`src/rtl/spr_pkg.sv`:
```
package spr_pkg;
  localparam logic [7:0] OP_RD   = 8'h32;
  localparam logic [7:0] OP_WR0  = 8'h3D;
  localparam logic [7:0] OP_WR1  = 8'h2A;
  localparam logic [7:0] OP_WR2  = 8'h7F;
  localparam logic [7:0] OP_WR3  = 8'hFC;
  localparam int unsigned FILLER_BYTES = 3;

  typedef enum logic [2:0] {
    ST_OP, ST_W1, ST_W2, ST_W3, ST_WDATA, ST_FILL, ST_RDATA, ST_SKIP
  } spr_state_e;
endpackage

```
`src/rtl/spr_in_sync.sv`:
```
module spr_in_sync #(
  parameter int unsigned STAGES = 2
) (
  input  logic clk_i,
  input  logic rst_ni,
  input  logic cs_ni,
  input  logic sck_i,
  input  logic si_i,
  output logic cs_hi_o,
  output logic cs_rise_o,
  output logic si_o,
  output logic sck_rise_o,
  output logic sck_fall_o
);
  logic [STAGES-1:0] cs_r, sck_r, si_r;
  logic cs_d, sck_d;

  always_ff @(posedge clk_i or negedge rst_ni) begin
    if (!rst_ni) begin
      cs_r  <= '1;
      sck_r <= '0;
      si_r  <= '0;
      cs_d  <= 1'b1;
      sck_d <= 1'b0;
    end else begin
      cs_r  <= {cs_r[STAGES-2:0], cs_ni};
      sck_r <= {sck_r[STAGES-2:0], sck_i};
      si_r  <= {si_r[STAGES-2:0], si_i};
      cs_d  <= cs_r[STAGES-1];
      sck_d <= sck_r[STAGES-1];
    end
  end

  assign cs_hi_o    = cs_r[STAGES-1];
  assign cs_rise_o  = cs_r[STAGES-1] & ~cs_d;
  assign si_o       = si_r[STAGES-1];
  assign sck_rise_o = sck_r[STAGES-1] & ~sck_d;
  assign sck_fall_o = ~sck_r[STAGES-1] & sck_d;
endmodule

```
`src/rtl/spr_byte_rx.sv`:
```
module spr_byte_rx (
  input  logic       clk_i,
  input  logic       rst_ni,
  input  logic       clr_i,
  input  logic       rise_i,
  input  logic       si_i,
  output logic [7:0] byte_o,
  output logic       valid_o
);
  logic [6:0] sh_q;
  logic [2:0] cnt_q;

  always_ff @(posedge clk_i or negedge rst_ni) begin
    if (!rst_ni) begin
      sh_q  <= '0;
      cnt_q <= '0;
    end else if (clr_i) begin
      sh_q  <= '0;   // drop partial byte
      cnt_q <= '0;
    end else if (rise_i) begin
      sh_q  <= {sh_q[5:0], si_i};
      cnt_q <= cnt_q + 3'd1;
    end
  end

  assign byte_o  = {sh_q, si_i};
  assign valid_o = rise_i & ~clr_i & (cnt_q == 3'd7);
endmodule

```
`src/rtl/spr_tx_shift.sv`:
```
module spr_tx_shift (
  input  logic       clk_i,
  input  logic       rst_ni,
  input  logic       clr_i,
  input  logic       fall_i,
  input  logic       en_i,
  input  logic [7:0] byte_i,
  output logic       need_o,
  output logic       so_o
);
  logic [6:0] sh_q;
  logic [2:0] bit_q;
  logic       so_q;
  logic       step;

  assign step   = fall_i & en_i & ~clr_i;
  assign need_o = step & (bit_q == 3'd0);

  always_ff @(posedge clk_i or negedge rst_ni) begin
    if (!rst_ni) begin
      sh_q  <= '0;
      bit_q <= '0;
      so_q  <= 1'b0;
    end else if (clr_i) begin
      sh_q  <= '0;
      bit_q <= '0;
      so_q  <= 1'b0;
    end else if (need_o) begin
      so_q  <= byte_i[7];
      sh_q  <= byte_i[6:0];
      bit_q <= 3'd1;
    end else if (step) begin
      so_q  <= sh_q[6];
      sh_q  <= {sh_q[5:0], 1'b0};
      bit_q <= bit_q + 3'd1;
    end
  end

  assign so_o = so_q;

  a_r2_so_on_fall: assert property (@(posedge clk_i) disable iff (!rst_ni)
    (so_q != $past(so_q)) |-> $past(fall_i || clr_i));
endmodule

```
`src/rtl/spr_spi_prot.sv`:
```
module spr_spi_prot
  import spr_pkg::*;
#(
  parameter int unsigned NUM_SECT    = 4,
  parameter int unsigned SYNC_STAGES = 2
) (
  input  logic                clk_i,
  input  logic                rst_ni,
  input  logic                cs_ni,
  input  logic                sck_i,
  input  logic                si_i,
  input  logic                prot_en_i,
  output logic                so_o,
  output logic                so_oe_o,
  output logic [NUM_SECT-1:0] prot_o,
  output logic [NUM_SECT-1:0] invalid_o,
  output logic                buf_dirty_o
);
  localparam int unsigned IW = (NUM_SECT > 1) ? $clog2(NUM_SECT) : 1;
  localparam logic [IW-1:0] LAST_W = IW'(NUM_SECT - 1);
  localparam logic [IW:0]   END_R  = (IW+1)'(NUM_SECT);
  localparam logic [1:0]    LAST_F = 2'(FILLER_BYTES - 1);

  logic cs_hi, cs_rise, si_s, sck_rise, sck_fall;
  logic [7:0] rx_byte, tx_byte;
  logic rx_v, tx_need;

  spr_state_e state_q;
  logic [NUM_SECT-1:0][7:0] reg_q, shadow_q;
  logic [IW-1:0] widx_q;
  logic [IW:0]   ridx_q;
  logic [1:0]    fcnt_q;
  logic          dirty_q, oe_q;

  spr_in_sync #(.STAGES(SYNC_STAGES)) u_sync (
    .clk_i, .rst_ni, .cs_ni, .sck_i, .si_i,
    .cs_hi_o(cs_hi), .cs_rise_o(cs_rise), .si_o(si_s),
    .sck_rise_o(sck_rise), .sck_fall_o(sck_fall)
  );

  spr_byte_rx u_rx (
    .clk_i, .rst_ni, .clr_i(cs_hi), .rise_i(sck_rise), .si_i(si_s),
    .byte_o(rx_byte), .valid_o(rx_v)
  );

  assign tx_byte = (ridx_q < END_R) ? reg_q[ridx_q[IW-1:0]] : 8'h00;

  spr_tx_shift u_tx (
    .clk_i, .rst_ni, .clr_i(cs_hi), .fall_i(sck_fall),
    .en_i(state_q == ST_RDATA), .byte_i(tx_byte),
    .need_o(tx_need), .so_o
  );

  always_ff @(posedge clk_i or negedge rst_ni) begin
    if (!rst_ni) begin
      state_q  <= ST_OP;
      reg_q    <= '0;
      shadow_q <= '0;
      widx_q   <= '0;
      ridx_q   <= '0;
      fcnt_q   <= '0;
      dirty_q  <= 1'b0;
      oe_q     <= 1'b0;
    end else begin
      oe_q <= ~cs_hi & (state_q == ST_RDATA);
      if (tx_need && ridx_q != END_R) ridx_q <= ridx_q + 1'b1;
      if (cs_rise && state_q == ST_WDATA) reg_q <= shadow_q;  // commit on release
      if (cs_hi) begin
        state_q <= ST_OP;
      end else if (rx_v) begin
        unique case (state_q)
          ST_OP: begin
            if (rx_byte == OP_WR0) state_q <= ST_W1;
            else if (rx_byte == OP_RD) begin
              state_q <= ST_FILL;
              fcnt_q  <= '0;
            end else state_q <= ST_SKIP;
          end
          ST_W1: state_q <= (rx_byte == OP_WR1) ? ST_W2 : ST_SKIP;
          ST_W2: state_q <= (rx_byte == OP_WR2) ? ST_W3 : ST_SKIP;
          ST_W3: begin
            if (rx_byte == OP_WR3) begin
              state_q  <= ST_WDATA;
              shadow_q <= reg_q;
              widx_q   <= '0;
              dirty_q  <= 1'b1;
            end else state_q <= ST_SKIP;
          end
          ST_WDATA: begin
            shadow_q[widx_q] <= rx_byte;
            widx_q <= (widx_q == LAST_W) ? '0 : widx_q + 1'b1;
          end
          ST_FILL: begin
            if (fcnt_q == LAST_F) begin
              state_q <= ST_RDATA;
              ridx_q  <= '0;
            end else fcnt_q <= fcnt_q + 2'd1;
          end
          default: ;
        endcase
      end
    end
  end

  for (genvar i = 0; i < NUM_SECT; i++) begin : g_sect
    assign prot_o[i]    = prot_en_i & (reg_q[i] == 8'hFF);
    assign invalid_o[i] = (reg_q[i] != 8'hFF) & (reg_q[i] != 8'h00);
  end

  assign so_oe_o     = oe_q;
  assign buf_dirty_o = dirty_q;

  a_r3_commit_on_release: assert property (@(posedge clk_i) disable iff (!rst_ni)
    (reg_q != $past(reg_q)) |-> $past(cs_hi));
  a_r4_widx_range: assert property (@(posedge clk_i) disable iff (!rst_ni)
    widx_q <= LAST_W);
  a_r6_ridx_range: assert property (@(posedge clk_i) disable iff (!rst_ni)
    ridx_q <= END_R);
  a_r7_oe_read_only: assert property (@(posedge clk_i) disable iff (!rst_ni)
    so_oe_o |-> (state_q == ST_RDATA));
  a_r10_dirty_sticky: assert property (@(posedge clk_i) disable iff (!rst_ni)
    !$fell(buf_dirty_o));
endmodule

```
`config.mk`:
```
export PLATFORM = sky130hd
export DESIGN_NAME = spr_spi_prot
export DESIGN_NICKNAME = d
export VERILOG_FILES = /design/src/rtl/spr_pkg.sv /design/src/rtl/spr_in_sync.sv /design/src/rtl/spr_byte_rx.sv /design/src/rtl/spr_tx_shift.sv /design/src/rtl/spr_spi_prot.sv
export SDC_FILE = /design/constraint.sdc
export NUM_CORES = 1
export LEC_CHECK = 0
export BUFFER_PORTS_ARGS = -buffer_cell sky130_fd_sc_hd__buf_2
export CAP_MARGIN = 20
export CORE_MARGIN = 1
export CORE_UTILIZATION = 35
export CTS_BUF_LIST = sky130_fd_sc_hd__clkbuf_2 sky130_fd_sc_hd__clkbuf_4 sky130_fd_sc_hd__clkbuf_8
export CTS_CLUSTER_DIAMETER = 50
export CTS_CLUSTER_SIZE = 25
export DETAILED_ROUTE_END_ITERATION = 12
export GPL_TIMING_DRIVEN = 0
export PLACE_DENSITY = 0.57
export SLEW_MARGIN = 20
export SYNTH_ARGS = -nofsm -noshare
export SYNTH_HDL_FRONTEND = slang
export SYNTH_SLANG_ARGS = --single-unit
```
`constraint.sdc`:
```
create_clock -name clk_i -period 2.85 [get_ports clk_i]
set_clock_uncertainty 0.1 [all_clocks]
set_input_delay 0.855 -clock clk_i [delete_from_list [all_inputs] [get_ports clk_i]]
set_output_delay 0.855 -clock clk_i [all_outputs]
set_load 0.02 [all_outputs]
```
* After elaboration in Yosys (flattened, before gate mapping)
Cells that the tools add are included.
** Operators by class
- Add/subtract/negate cells :: 5
- Mux-type cells :: 42
- Reduce and logical (&&, ||, !) cells :: 19
- Equal/unequal tests :: 28
- $lt $le $gt $ge :: 4
- Bitwise logic cells :: 21
** Operators with widths (count)
- 32-bit one-hot mux with 2 select lines :: 1
- 3-bit 2-to-1 mux :: 16
- 8-bit equality test, second input constant :: 5
- 7-bit 2-to-1 mux :: 5
- 32-bit bitwise mux :: 1
- 32-bit 2-to-1 mux :: 1
- 8-bit inequality test, second input constant :: 4
- 8-bit nonzero test :: 4
- 8-bit by 6-bit equality test with 1-bit output, second input constant :: 3
- 8-bit 2-to-1 mux :: 3
- 1-bit AND :: 17
- 8-bit binary-select mux with 2-bit select :: 1
- 8-bit demux with 2-bit select :: 1
- 3-bit one-hot mux with 5 select lines :: 1
- 2-bit 2-to-1 mux :: 7
- 3-bit equality test, second input constant :: 4
- 3-bit by 1-bit adder with 3-bit output, second input constant :: 3
- 8-bit by 7-bit equality test with 1-bit output, second input constant :: 1
- 2-bit inequality test, second input constant :: 4
- 2-bit one-hot mux with 2 select lines :: 2
- 4-bit AND reduction :: 2
- 2-bit nonzero test :: 4
- 3-bit by 2-bit equality test with 1-bit output, second input constant :: 2
- 3-bit logical NOT :: 2
- other kinds (15) :: 25
** Storage, ports and cells
- Input bits :: 6
- Output and inout bits :: 11
- Flip-flop bits (word level) :: 105
- Logic and storage cells :: 143

* Depth between registers and ports, before layout
- Depth after elaboration :: 11
- Mapped depth :: 8
- Depth with buffers taken out :: 6

* Modules after synthesis
Synthesis repeated with hierarchy kept, for this count alone.
** Unflattened totals
- Cell total of the unflattened synthesis :: 447
- Area total of the unflattened synthesis :: 5225.0 sq um
** By module, submodules not included
- spr_spi_prot :: cells an instance 348, sequential area each 1901.8 sq um, instances 1, area each 3987.6 sq um
- spr_tx_shift :: cells an instance 51, sequential area each 275.3 sq um, instances 1, area each 569.3 sq um
- spr_byte_rx :: cells an instance 37, sequential area each 250.2 sq um, instances 1, area each 442.9 sq um
- spr_in_sync :: cells an instance 11, sequential area each 203.9 sq um, instances 1, area each 225.2 sq um

* Worst setup path after synthesis
OpenSTA, ideal clock, no wires.
- Path type :: input to output
- Start point :: input prot_en_i
- End point :: output prot_o[0]
- Buffers on the path :: 0
- Slack :: 0.830 ns
- Stages on the path :: 1
- Data required time :: 1.895 ns
- Arrival :: 1.065 ns
- Cell sequence :: and2_1
** On the way
- Longest elaborated chain between the ends :: 1
** RTL lines
- start: declaration :: RTL line spr_spi_prot.sv:12 : input logic prot_en_i,
- 1-bit AND :: RTL line spr_spi_prot.sv:106 : assign prot_o[i] = prot_en_i & (reg_q[i] == 8'hFF);
- end: declaration :: RTL line spr_spi_prot.sv:15 : output logic [NUM_SECT-1:0] prot_o,
No other way between the ends.

* Worst setup path after layout
- Start point :: register u_rx.sh_q[4]
- End point :: register shadow_q[13] in the netlist's numbering
** On the way
- Longest elaborated chain between the ends :: 3
- Elaborated cells between the ends (all ways) :: 5
- Classes of those cells :: eq/ne: 2; mux: 2; reduce/logical: 1
** RTL lines
- start: declaration :: RTL line spr_byte_rx.sv:10 : logic [6:0] sh_q;
- start signal: assignment :: RTL line spr_byte_rx.sv:21 : sh_q <= {sh_q[5:0], si_i};
- 8-bit equality test :: RTL line spr_spi_prot.sv:82 : if (rx_byte == OP_WR3) begin
- 2-bit inequality test (no source line)
- 4-bit AND reduction (no source line)
- end signal: assignment :: RTL line spr_spi_prot.sv:84 : shadow_q <= reg_q;
- end signal: indexed assignment :: RTL line spr_spi_prot.sv:90 : shadow_q[widx_q] <= rx_byte;
- end: declaration :: RTL line spr_spi_prot.sv:29 : logic [NUM_SECT-1:0][7:0] reg_q, shadow_q;
Parallel ways exist; a longest one is shown, timed or not.
A chain may end at the register's enable or synchronous reset.

==> insert_results.sql <==
INSERT INTO impl_metrics (metric_group, metric, value, unit) VALUES
('status', 'outcome', 'finished, final reports clean', ''),
('floorplan', 'floorplan.core_area', '0.0146', 'mm²'),
('final_layout', 'final_util', '0.399', ''),
('setup_path', 'worstReg2RegEnd', 'shadow_q[13]', ''),
('power_and_ir_drop', 'peakVddDrop', '0.000331', 'V'),
('routing', 'detail-route-antenna-nets', '0', ''),
('place', 'dpl_cell_area', '0.00561', 'mm²'),
('final_layout', 'stdcell_area', '0.00581', 'mm²'),
('clock_network', 'clock-root-buffer', 'clkbuf_8', ''),
('clock_network', 'cts_repair_resize_count', '0', ''),
('synthesis', 'synth.ff_latch_count', '105', ''),
('clock_network', 'ctsHoldBuffers', '0', ''),
('setup_path', 'critical_path_required', '3.04', 'ns'),
('timing', 'setup_violations', '0', ''),
('place', 'hpwlAfterDp', '9.13', 'mm'),
('floorplan', 'fp-row-count', '44', ''),
('setup_path', 'worst_r2r_path_depth', '5', ''),
('timing', 'final_number_of_max_transition_violations', '0', ''),
('timing', 'hold_violations', '0', ''),
('synthesis', 'yosysWarningCount', '0', ''),
('final_layout', 'final_common_cell', 'dfrtp_1', ''),
('clock_network', 'clock_path_buffers', '2', ''),
('final_layout', 'areaGrowthSynthToFinish', '10.5', '%'),
('clock_network', 'number_of_buffers_created_by_cts', '9', ''),
('setup_path', 'setup.worst_path.start_class', 'register', ''),
('synthesis', 'synth_fp_nets', '514', ''),
('clock_network', 'setup_buffers_after_cts', '0', ''),
('floorplan', 'floorplan.die.width', '125', 'µm'),
('floorplan', 'number_of_top_level_pins', '17', ''),
('synthesis', 'netlist_instances', '497', ''),
('floorplan', 'start_util', '0.361', ''),
('final_layout', 'drive_gt1_frac', '0.179', ''),
('worst_hold_path', 'worst_hold_path.endpoint', 'u_sync.si_r[1]', ''),
('setup_path', 'reg2reg_slack', '0.36', 'ns'),
('setup_path', 'cp_data_arrival_time', '2.68', 'ns'),
('final_layout', 'antenna_cells_inserted', '0', ''),
('timing', 'fmaxAchievable', '401', 'MHz'),
('global_routing', 'groute.usage.overall', '0.181', ''),
('synthesis', 'synth_top_flop_cell', 'dfrtp_1', ''),
('final_layout', 'layout.cells.most_common_list', '102 x dfrtp_1, 94 x nand2_1, 39 x o21ai_0', ''),
('global_routing', 'vias_in_the_first_global_route', '4038', ''),
('place', 'place_worst_setup_slack', '0.333', 'ns'),
('routing', 'wire_length_after_detailed_routing', '13.3', 'mm'),
('clock_network', 'cts_num_sinks', '105', ''),
('floorplan', 'die_area', '0.0155', 'mm²'),
('routing', 'drc', '0', ''),
('worst_hold_path', 'holdCritPathClass', 'reg -> reg', ''),
('setup_path', 'regToRegStartpoint', 'u_rx.sh_q[4]', ''),
('worst_hold_path', 'worstHoldStart', 'u_sync.si_r[0]', ''),
('routing', 'wl_per_cell', '18.7', 'µm'),
('power_and_ir_drop', 'finalPower', '2550', 'µW'),
('routing', 'route.detailed.vias_per_inst', '5.64', ''),
('timing', 'final_period_minus_worst_setup_slack', '2.49', 'ns'),
('floorplan', 'die_y', '125', 'µm'),
('clock_network', 'clock_tree.htree_level_count', '3', ''),
('global_routing', 'total_global_routing_overflow', '0', ''),
('global_routing', 'initial_antenna_violation_count', '0', ''),
('clock_network', 'cts_tree', 'yes', ''),
('routing', 'firstDrtPassIters', '5', ''),
('synthesis', 'asyncSetResetFlopFracSynth', '1.00', ''),
('global_routing', 'grt_start_max_net_pins', '60', ''),
('timing', 'slew-limit-headroom', '0.379', ''),
('synthesis', 'synth_seq_area_share', '0.500', ''),
('timing', 'period_utilization', '0.875', ''),
('worst_hold_path', 'hold-path-cell-count', '0', ''),
('setup_path', 'critPathLaunch', 'u_rx.sh_q[4]', ''),
('flow_run', 'cap_violations', '0', ''),
('power_and_ir_drop', 'lkg_pwr', '0.00244', 'µW'),
('synthesis', 'synth_edf_count', '0', ''),
('clock_network', 'insertion_delay', '0.40', 'ns'),
('setup_path', 'timing.critical_path.to_type', 'register', '');
[kinds of logic after synthesis]
logic type,after synthesis,share of synthesized area
compound gates,107,0.146
mux,41,0.105
buf+inv,54,0.0492
xor+xnor,2,0.00333
fa+ha+maj,11,0.0262
flops,105,0.500
simple gates,177,0.170
[flip-flops by register name, summed over array words and instances, names as in the netlist, 2 cells and up]
signal / count
u_rx.sh_q: 7
u_rx.cnt_q: 3
u_tx.sh_q: 7
u_sync.sck_r: 2
reg_q: 32
fcnt_q: 2
ridx_q: 3
widx_q: 2
shadow_q: 32
state_q: 3
u_sync.cs_r: 2
u_tx.bit_q: 3
u_sync.si_r: 2
[area by class of cell]
type / count / area, µm²
Fill cell: 1372 / 8770
Sequential cell: 105 / 2630
Multi-Input combinational cell: 338 / 2370
Tap cell: 184 / 230
Buffer: 40 / 206
Clock buffer: 12 / 153
Timing Repair Buffer: 17 / 114
Clock inverter: 4 / 55.1
Inverter: 14 / 52.6
[Yosys cell counts, drive strengths merged, types with 2 or more instances]
library cell,count,share of area
and4bb,2,0.0048
a221o,7,0.013
inv,14,0.010
nand3b,2,0.0029
dfrtp,102,0.49
dfstp,3,0.015
or4,2,0.0029
o21ai,39,0.037
ha,11,0.026
xnor2,2,0.0033
buf,15,0.021
a21oi,17,0.017
clkbuf,25,0.018
a32o,33,0.063
o31ai,2,0.0029
nand3,5,0.0048
and3,3,0.0036
nor3b,2,0.0050
and2,5,0.0059
mux4,8,0.034
nand4bb,2,0.0043
nand4b,2,0.0033
nand2,94,0.067
nand2b,3,0.0036
nor4,9,0.011
nor3,2,0.0019
mux2,32,0.068
o32ai,2,0.0033
nor4b,2,0.0033
nor2,14,0.011
a211oi,2,0.0029
nor2b,13,0.015
nand4,12,0.014
[layer usage]
layer  global-route usage  routed length (µm)  vias up
li1                     -                   -     1861
met1                0.235                5930     2021
met2                0.292                6310      120
met3               0.0447                 724       28
met4               0.0666                 351        0
met5                    0                   0        -
[how the worst max path moves through the flow]
stage                    to  slack (ns)  cells after the start
2_1_floorplan     prot_o[0]        0.83                      1
3_3_place_gp       reg_q[8]       -0.37                      1
3_5_place_dp   shadow_q[13]        0.33                      5
4_1_cts        shadow_q[13]        0.32                      5
5_1_grt           widx_q[0]        0.23                      6
6_report       shadow_q[13]        0.36                      5
[worst max-delay path, cell delays in order (launching register included)]
cell	delay, ns
dfrtp_1	0.34
clkbuf_1	0.51
and4_1	0.35
nand4_1	0.36
clkbuf_1	0.39
a32o_1	0.34
[power by group]
group | leakage [µW] | total (µW) | internal (µW) | switching [µW]
Clock | 0.000104 | 981 | 453 | 528
Combinational | 0.000889 | 70.4 | 16.1 | 54.3
Sequential | 0.00144 | 1500 | 1500 | 4.74
[through the flow]
stage	cells	TNS, ns	hold WS (ns)
after floorplan	497	0	0.231
after global placement	697	-36.99	0.233
after detailed placement	698	0	0.235
after CTS	714	0	0.257
after global routing	714	0	0.270
final	714	0	0.255
Power figures use the tool's default switching activity.
